**config.mk**
```make
export PLATFORM = sky130hd
export DESIGN_NAME = dual_issue_pair
export DESIGN_NICKNAME = d
export VERILOG_FILES = /design/src/rtl/pair_pkg.sv /design/src/rtl/pair_dep_check.sv /design/src/rtl/pair_rules.sv /design/src/rtl/dual_issue_pair.sv
export SDC_FILE = /design/constraint.sdc
export NUM_CORES = 1
export LEC_CHECK = 0
export BUFFER_PORTS_ARGS = -buffer_cell sky130_fd_sc_hd__buf_2
export CORE_UTILIZATION = 38
export DETAILED_ROUTE_END_ITERATION = 6
export PLACE_DENSITY = 0.9
export SYNTH_ARGS = -nofsm -noshare
export SYNTH_HDL_FRONTEND = slang
export SYNTH_SLANG_ARGS = --single-unit
export TNS_END_PERCENT = 20
```
**constraint.sdc**
```tcl
create_clock -name clk -period 5.21 [get_ports clk]
set_input_delay 0.7815 -clock clk [delete_from_list [all_inputs] [get_ports clk]]
set_output_delay 0.7815 -clock clk [all_outputs]
set_load 0.05 [all_outputs]
```
**src/rtl/pair_pkg.sv**
```systemverilog
package pair_pkg;

    typedef enum logic [2:0] {
        RSN_PAIRED   = 3'd0,
        RSN_EMPTY    = 3'd1,
        RSN_CPLX_V   = 3'd2,
        RSN_OPERAND  = 3'd3,
        RSN_FP_MIX   = 3'd4,
        RSN_RAW      = 3'd5,
        RSN_WAW      = 3'd6
    } reason_e;

    typedef struct packed {
        logic disp;
        logic imm;
        logic fp;
        logic cplx;
    } flags_t;

    typedef struct packed {
        logic    iss_u;
        logic    iss_v;
        reason_e reason;
    } stage_t;

endpackage

```
**src/rtl/pair_dep_check.sv**
```systemverilog
module pair_dep_check #(
    parameter int REG_W = 5,
    parameter int NSRC  = 2
) (
    input  logic [REG_W-1:0]            old_dst,
    input  logic [NSRC-1:0][REG_W-1:0]  yng_src,
    input  logic [REG_W-1:0]            yng_dst,
    output logic                        raw,
    output logic                        waw
);
    localparam logic [REG_W-1:0] NO_REG = '0;

    logic [NSRC-1:0] src_hit;

    // one comparator per younger source; register 0 never matches
    for (genvar i = 0; i < NSRC; i++) begin : g_src
        assign src_hit[i] = (yng_src[i] != NO_REG) && (yng_src[i] == old_dst);
    end

    assign raw = |src_hit;
    assign waw = (old_dst != NO_REG) && (yng_dst == old_dst);

endmodule

```
**src/rtl/pair_rules.sv**
```systemverilog
module pair_rules
    import pair_pkg::*;
(
    input  logic    old_valid,
    input  logic    yng_valid,
    input  flags_t  old_flags,
    input  flags_t  yng_flags,
    input  logic    raw,
    input  logic    waw,
    output logic    dec_u,
    output logic    dec_v,
    output reason_e reason
);
    always_comb begin
        dec_u  = old_valid;
        dec_v  = 1'b0;
        reason = RSN_PAIRED;
        if (!old_valid || !yng_valid)
            reason = RSN_EMPTY;
        else if (yng_flags.cplx)
            reason = RSN_CPLX_V;
        else if (old_flags.disp || old_flags.imm || yng_flags.disp || yng_flags.imm)
            reason = RSN_OPERAND;
        else if (old_flags.fp != yng_flags.fp)
            reason = RSN_FP_MIX;
        else if (raw)
            reason = RSN_RAW;
        else if (waw)
            reason = RSN_WAW;
        else
            dec_v = 1'b1;
    end

endmodule

```
**src/rtl/dual_issue_pair.sv**
```systemverilog
module dual_issue_pair
    import pair_pkg::*;
#(
    parameter int REG_W = 5
) (
    input  logic             clk,
    input  logic             rst_n,
    input  logic             s0_valid,
    input  logic [REG_W-1:0] s0_src_a,
    input  logic [REG_W-1:0] s0_src_b,
    input  logic [REG_W-1:0] s0_dst,
    input  logic             s0_disp,
    input  logic             s0_imm,
    input  logic             s0_fp,
    input  logic             s0_cplx,
    input  logic             s1_valid,
    input  logic [REG_W-1:0] s1_src_a,
    input  logic [REG_W-1:0] s1_src_b,
    input  logic [REG_W-1:0] s1_dst,
    input  logic             s1_disp,
    input  logic             s1_imm,
    input  logic             s1_fp,
    input  logic             s1_cplx,
    input  logic             stall_u,
    input  logic             stall_v,
    output logic             issue_u,
    output logic             issue_v,
    output logic [2:0]       pair_reason,
    output logic [1:0]       take_cnt,
    output logic             freeze
);
    localparam int NSRC = 2;

    logic    raw, waw, dec_u, dec_v;
    reason_e dec_reason;
    stage_t  st_d, st_q;

    pair_dep_check #(.REG_W(REG_W), .NSRC(NSRC)) u_dep (
        .old_dst (s0_dst),
        .yng_src ({s1_src_b, s1_src_a}),
        .yng_dst (s1_dst),
        .raw     (raw),
        .waw     (waw)
    );

    pair_rules u_rules (
        .old_valid (s0_valid),
        .yng_valid (s1_valid),
        .old_flags ('{disp: s0_disp, imm: s0_imm, fp: s0_fp, cplx: s0_cplx}),
        .yng_flags ('{disp: s1_disp, imm: s1_imm, fp: s1_fp, cplx: s1_cplx}),
        .raw       (raw),
        .waw       (waw),
        .dec_u     (dec_u),
        .dec_v     (dec_v),
        .reason    (dec_reason)
    );

    // a stall from either pipe holds a pair; V alone matters only for a pair
    assign freeze = stall_u | (stall_v & st_q.iss_v);

    always_comb begin
        st_d     = st_q;
        take_cnt = 2'd0;
        if (!freeze) begin
            st_d.iss_u  = dec_u;
            st_d.iss_v  = dec_v;
            st_d.reason = dec_reason;
            take_cnt    = {1'b0, dec_u} + {1'b0, dec_v};
        end
    end

    always_ff @(posedge clk) begin
        if (!rst_n) begin
            st_q.iss_u  <= 1'b0;
            st_q.iss_v  <= 1'b0;
            st_q.reason <= RSN_EMPTY;
        end else begin
            st_q <= st_d;
        end
    end

    assign issue_u     = st_q.iss_u;
    assign issue_v     = st_q.iss_v;
    assign pair_reason = st_q.reason;


    hold_on_freeze_chk: assert property (@(posedge clk) disable iff (!rst_n)
        freeze |=> $stable(st_q));


    v_needs_u_chk: assert property (@(posedge clk) disable iff (!rst_n)
        st_q.iss_v |-> st_q.iss_u);


    pair_code_chk: assert property (@(posedge clk) disable iff (!rst_n)
        st_q.iss_v |-> (st_q.reason == RSN_PAIRED));


    no_take_in_freeze_chk: assert property (@(posedge clk) disable iff (!rst_n)
        freeze |-> (take_cnt == 2'd0));


    raw_blocks_v_chk: assert property (@(posedge clk) disable iff (!rst_n)
        (!freeze && s0_valid && s1_valid && raw) |=> !st_q.iss_v);


    empty_older_chk: assert property (@(posedge clk) disable iff (!rst_n)
        (!freeze && !s0_valid) |=> (!st_q.iss_u && !st_q.iss_v));

endmodule

```
After elaboration in Yosys (flattened, before gate mapping)
Cells that the tools add are included.

storage, ports and cells
  output and inout port bits = 8
  word-level logic and storage cells = 36
  bits of input ports = 44
  flip-flop bits (word level) = 5

cells by class
  equal/unequal tests = 4
  bitwise operators = 2
  reduce and logical (&&, ||, !) cells = 13
  multiplexer cells = 13
  add/subtract/negate cells = 1

operators with widths
  cell                   count
  2-to-1 mux 3 bit       6
  == test 5 bit          3
  nonzero test 5 bit     3
  2-to-1 mux 1 bit       6
  logical OR 1 bit       4
  logical AND 1 bit      3
  adder 1 x 1 -> 2 bit   1
  zero test 1 bit        2
  2-to-1 mux 2 bit       1
  OR reduction 2 bit     1
  AND 1 bit              1
  inequality test 1 bit  1
  bitwise OR 1 bit       1

Longest topological paths before layout
  depth after elaboration = 10
  depth in mapped cells = 6
  mapped depth without buffers = 6

By module
Synthesis repeated with hierarchy kept, for this count alone.

second synthesis, totals
  cell total of the unflattened synthesis = 66
  area total of the unflattened synthesis = 528.0 sq um

modules (own cells, without submodules)
  module           seq. area each (sq um)  area an instance (sq um)  cells an instance  times used
  dual_issue_pair  100.1                   246.5                     26                 1
  pair_dep_check   0.0                     198.9                     28                 1
  pair_rules       0.0                     82.6                      12                 1

Worst setup path after synthesis
Ideal clock, no wire load.

  path kind = input-to-output
  start = in s1_src_a[1]
  end = out take_cnt[1]
  path buffers = 0
  stages on the path = 6
  slack = 2023 ps
  arrival time = 2406 ps
  required time = 4429 ps
  cell sequence = or4_4 > a21oi_4 > o221ai_2 > nor4_2 > ha_1 > and2_1

between the ends
  word-level cells in the longest chain between the ends = 10
  elaborated cells between the ends (all ways) = 11
  those cells by class = 1 x add/sub; 1 x eq/ne; 6 x mux; 3 x reduce/logical

ends and longest elaborated chain
  element                                              RTL line               text
  start: declaration                                   dual_issue_pair.sv:17  input logic [REG_W-1:0] s1_src_a,
  == test 5 bit or nonzero test 5 bit (tied branches)  pair_dep_check.sv:17   assign src_hit[i] = (yng_src[i] != NO_REG) && (yng_src[i] == old_dst);
  logical AND 1 bit *                                  pair_dep_check.sv:17
  OR reduction 2 bit *                                 pair_dep_check.sv:20   assign raw = |src_hit;
  2-to-1 mux 1 bit *                                   pair_rules.sv:26       else if (raw)
  2-to-1 mux 1 bit *                                   pair_rules.sv:24       else if (old_flags.fp != yng_flags.fp)
  2-to-1 mux 1 bit *                                   pair_rules.sv:22       else if (old_flags.disp || old_flags.imm || yng_flags.disp || yng_flags.imm)
  2-to-1 mux 1 bit *                                   pair_rules.sv:20       else if (yng_flags.cplx)
  2-to-1 mux 1 bit *                                   pair_rules.sv:18       if (!old_valid || !yng_valid)
  net dec_v                                            dual_issue_pair.sv:34  logic raw, waw, dec_u, dec_v;
  adder 1 x 1 -> 2 bit *                               dual_issue_pair.sv:68  take_cnt = {1'b0, dec_u} + {1'b0, dec_v};
  2-to-1 mux 2 bit *                                   dual_issue_pair.sv:64  if (!freeze) begin
  end: declaration                                     dual_issue_pair.sv:29  output logic [1:0] take_cnt,

The timed path passes the listed nets; every way through them passes the cells marked *.

Worst setup path after layout
  start = in s1_src_a[1]
  end = out take_cnt[0]

The elaborated chain is that of the path after synthesis.

==> results.tsv <==
stage	metric	value	unit
worst_setup_path	CP cell instances	buf_2 > or4_4 > a21oi_4 > o221ai_2 > nor4_2 > ha_1 > and2_1 > buf_2	
timing	f_max	297	MHz
synth	cell taking the most area after synthesis	dfxtp_1	
worst_setup_path	CP arrival	2.59	ns
layout	share of cells above drive strength 1	0.459	
synth	top area cells in the synthesized netlist	dfxtp_1 18%, xnor2_1 14%, xor2_1 6.4%	
worst_setup_path	Largest delay share family, worst path	simple AND/OR/NAND/NOR gates	
clocking	cts bufs inserted	3	
synth	top-count cell post-synth	xnor2_1	
routing	initial DRC count	8	
synth	Synth Flop Type	dfxtp_1	
flow_run	max-cap viol count	0	
synth	sequential fraction of the synthesis area	0.182	
timing	Setup violations, final	0	
worst_setup_path	flop-to-flop setup slack	3.69	ns
power_and_ir_drop	Max IR drop VDD	78.2	µV
worst_setup_path	CP Launch Type	input port	
clocking	Clock Sinks	5	
synth	synth warn	0	
floorplanning	die area	1600	µm²
synth	Syn Std Cell Area	549	µm²
grt	first-pass GRT wire length	2150	µm
grt	All-Layer GR Usage	0.199	
placed_design	placed cells	122	
worst_setup_path	CP peak stage delay	0.54	ns
grt	number of global-route vias before repair	587	
grt	initial antenna violation count	0	
worst_setup_path	worst reg2reg path depth	4	
timing	Final period util	0.647	
worst_setup_path	critical path type	in2out	
synth	Mapped Nets	112	
floorplanning	Starting Density	0.417	
placed_design	RePlAce Congestion	0.716	
worst_setup_path	WP depth	8	
floorplanning	site row count	13	
worst_setup_path	Crit-path slowest cell	or4_4	
layout	ant diodes	0	
clocking	root buffer cell	clkbuf_4	
routing	Detailed Routing Iterations Pass 1	4	
synth	Post-synth EDFFs	0	
synth	commonest cells in the netlist	9 x xnor2_1, 6 x nand2_1, 5 x and2_1, 5 x dfxtp_1	
routing	post-DR wirelength/cell	10.7	µm
clocking	clk_lat worst skew	0.24	ns
power_and_ir_drop	Power Dens Cells	171	nW/µm²
worst_hold_path	Hold Path Class	reg2reg	
timing	RSZ-0062 raised after global routing	false	
timing	Slew @ Worst Pin	0.428	ns
synth	Avg Cell Area, Syn	8.20	µm²
grt	largest net degree at the start of global routing	9	
clocking	CTS tree	built	
worst_setup_path	critical path buffer and inverter count	2	
synth	async set-reset flop share out of synthesis	0	
floorplanning	# IOs	52	
status	outcome	completed	
timing	min Tclk post-route	3.37	ns
timing	Slew Limit Fails	0	
synth	Yosys top cell area share	0.182	
synth	post-synth cell types	27	
floorplanning	core area	1320	µm²
layout	nets	157	
placed_design	Port Buf Inserts	40	
timing	Slew Limit Headroom	0.712	
worst_setup_path	CP Capture Type	primary output	
clocking	H-tree depth	1	
clocking	CTS clk-pin slew, worst paths	0.05	ns
clocking	Setup Fix Bufs, Post-CTS	0	
worst_hold_path	Min-Delay Startpoint	issue_u	
clocking	CTS resizes	0	
routing	drt drc	0	
routing	via density per instance	5.17	
worst_setup_path	RR Startpoint	issue_v	
worst_setup_path	cell mode on critical path	buf_2	
synth	Yosys reg bits	5	
placed_design	hpwl dp	1150	µm
power_and_ir_drop	leakage power	0.000350	µW
routing	vias	651	
timing	setup TNS	0	ns
timing	clock skew	0.00250	ns
layout	Post-Layout Cell Count	126	
worst_hold_path	Hold Path Sink	issue_u	
floorplanning	Die Y	40.0	µm
worst_hold_path	hold path cells	2	
layout	area grow syn2layout	44.6	%
grt	GRT overflow	0	
routing	ANT nets after route	0	
floorplanning	Die X	40.0	µm
timing	final hold violation count	0	
clocking	cts hold-fix bufs	0	
synth	Cells after Synth	67	
worst_setup_path	WP data required	4.43	ns
worst_setup_path	Worst R2R End	pair_reason[0]	
worst_setup_path	crit path max fanout	2	
clocking	clock buffer depth	2	
layout	Filler Cell Count	114	
routing	Routed WL	1350	µm
## worst max path at each step
stage	startpoint	endpoint	slack [ns]
2_1_floorplan	s1_src_a[1]	take_cnt[1]	2.02
3_3_place_gp	s1_src_a[1]	take_cnt[0]	1.84
3_5_place_dp	s1_src_a[1]	take_cnt[0]	1.84
4_1_cts	s1_src_a[1]	take_cnt[0]	1.84
5_1_grt	s1_src_b[1]	take_cnt[0]	1.75
6_report	s1_src_a[1]	take_cnt[0]	1.84
## cell families (layout without fill, tap and decap cells)
family / Yosys count / after routing / synth area share
simple gates: 29 / 29 / 0.310
compound gates: 16 / 16 / 0.257
xor+xnor: 13 / 13 / 0.207
flops: 5 / 5 / 0.182
buf+inv: 3 / 47 / 0.0205
fa+ha+maj: 1 / 1 / 0.0228
## per-stage QoR
step                      total power (µW)  setup WS (ns)  utilization  hold WS (ns)  area (µm²)
final                                  136           1.84        0.603         0.460         795
after global routing                   144           1.75        0.603         0.486         795
after floorplan                       68.8           2.02            -         0.684         549
after global placement                89.5           1.84        0.583         0.447         768
after detailed placement              90.9           1.84        0.583         0.453         768
after CTS                              138           1.84        0.603         0.459         795
## registers in the layout, indices dropped and copies added, names as in the netlist
signal       count
pair_reason      3
issue_v          1
issue_u          1
## power breakdown
part           total, µW  switching (µW)  internal (µW)
registers           39.7           0.385           39.4
logic               50.3            28.1           22.2
clock network       46.0            17.0           29.0
## worst reg2reg max path, stage by stage (launching register included)
cell and delay [ns]:
dfxtp_1 0.32, a21oi_1 0.24, clkinv_1 0.27, o31a_1 0.35, a41o_2 0.22
## per-layer routing
layer,GRT usage,part of all wire
met4,0.0776,0
met3,0.0333,0.097
met1,0.211,0.43
met2,0.379,0.47
met5,0,0
## layout by cell type, fill, tap and decap left out, types with 2 or more instances in the layout
cell / instances
xnor2_1: 9
nand3_1: 3
nor2_1: 4
buf_2: 40
or4_4: 2
nand2_1: 6
a21oi_4: 2
dfxtp_1: 5
o21ai_0: 2
xor2_1: 4
and2_1: 5
o31ai_1: 2
nand4_1: 3
a21oi_1: 2
o31a_1: 2
inv_1: 2
clkbuf_4: 3
nor4_1: 3
## cell type report
type,instances,area [µm²],area share
inverters,3,11.3,0.0142
clock buffers,4,26.3,0.0331
repair buffers,40,200,0.252
multi-input cells,59,438,0.551
flip-flops and latches,5,100,0.126
well taps,15,18.8,0.0236
No activity file was read; power rests on OpenSTA's default activity.
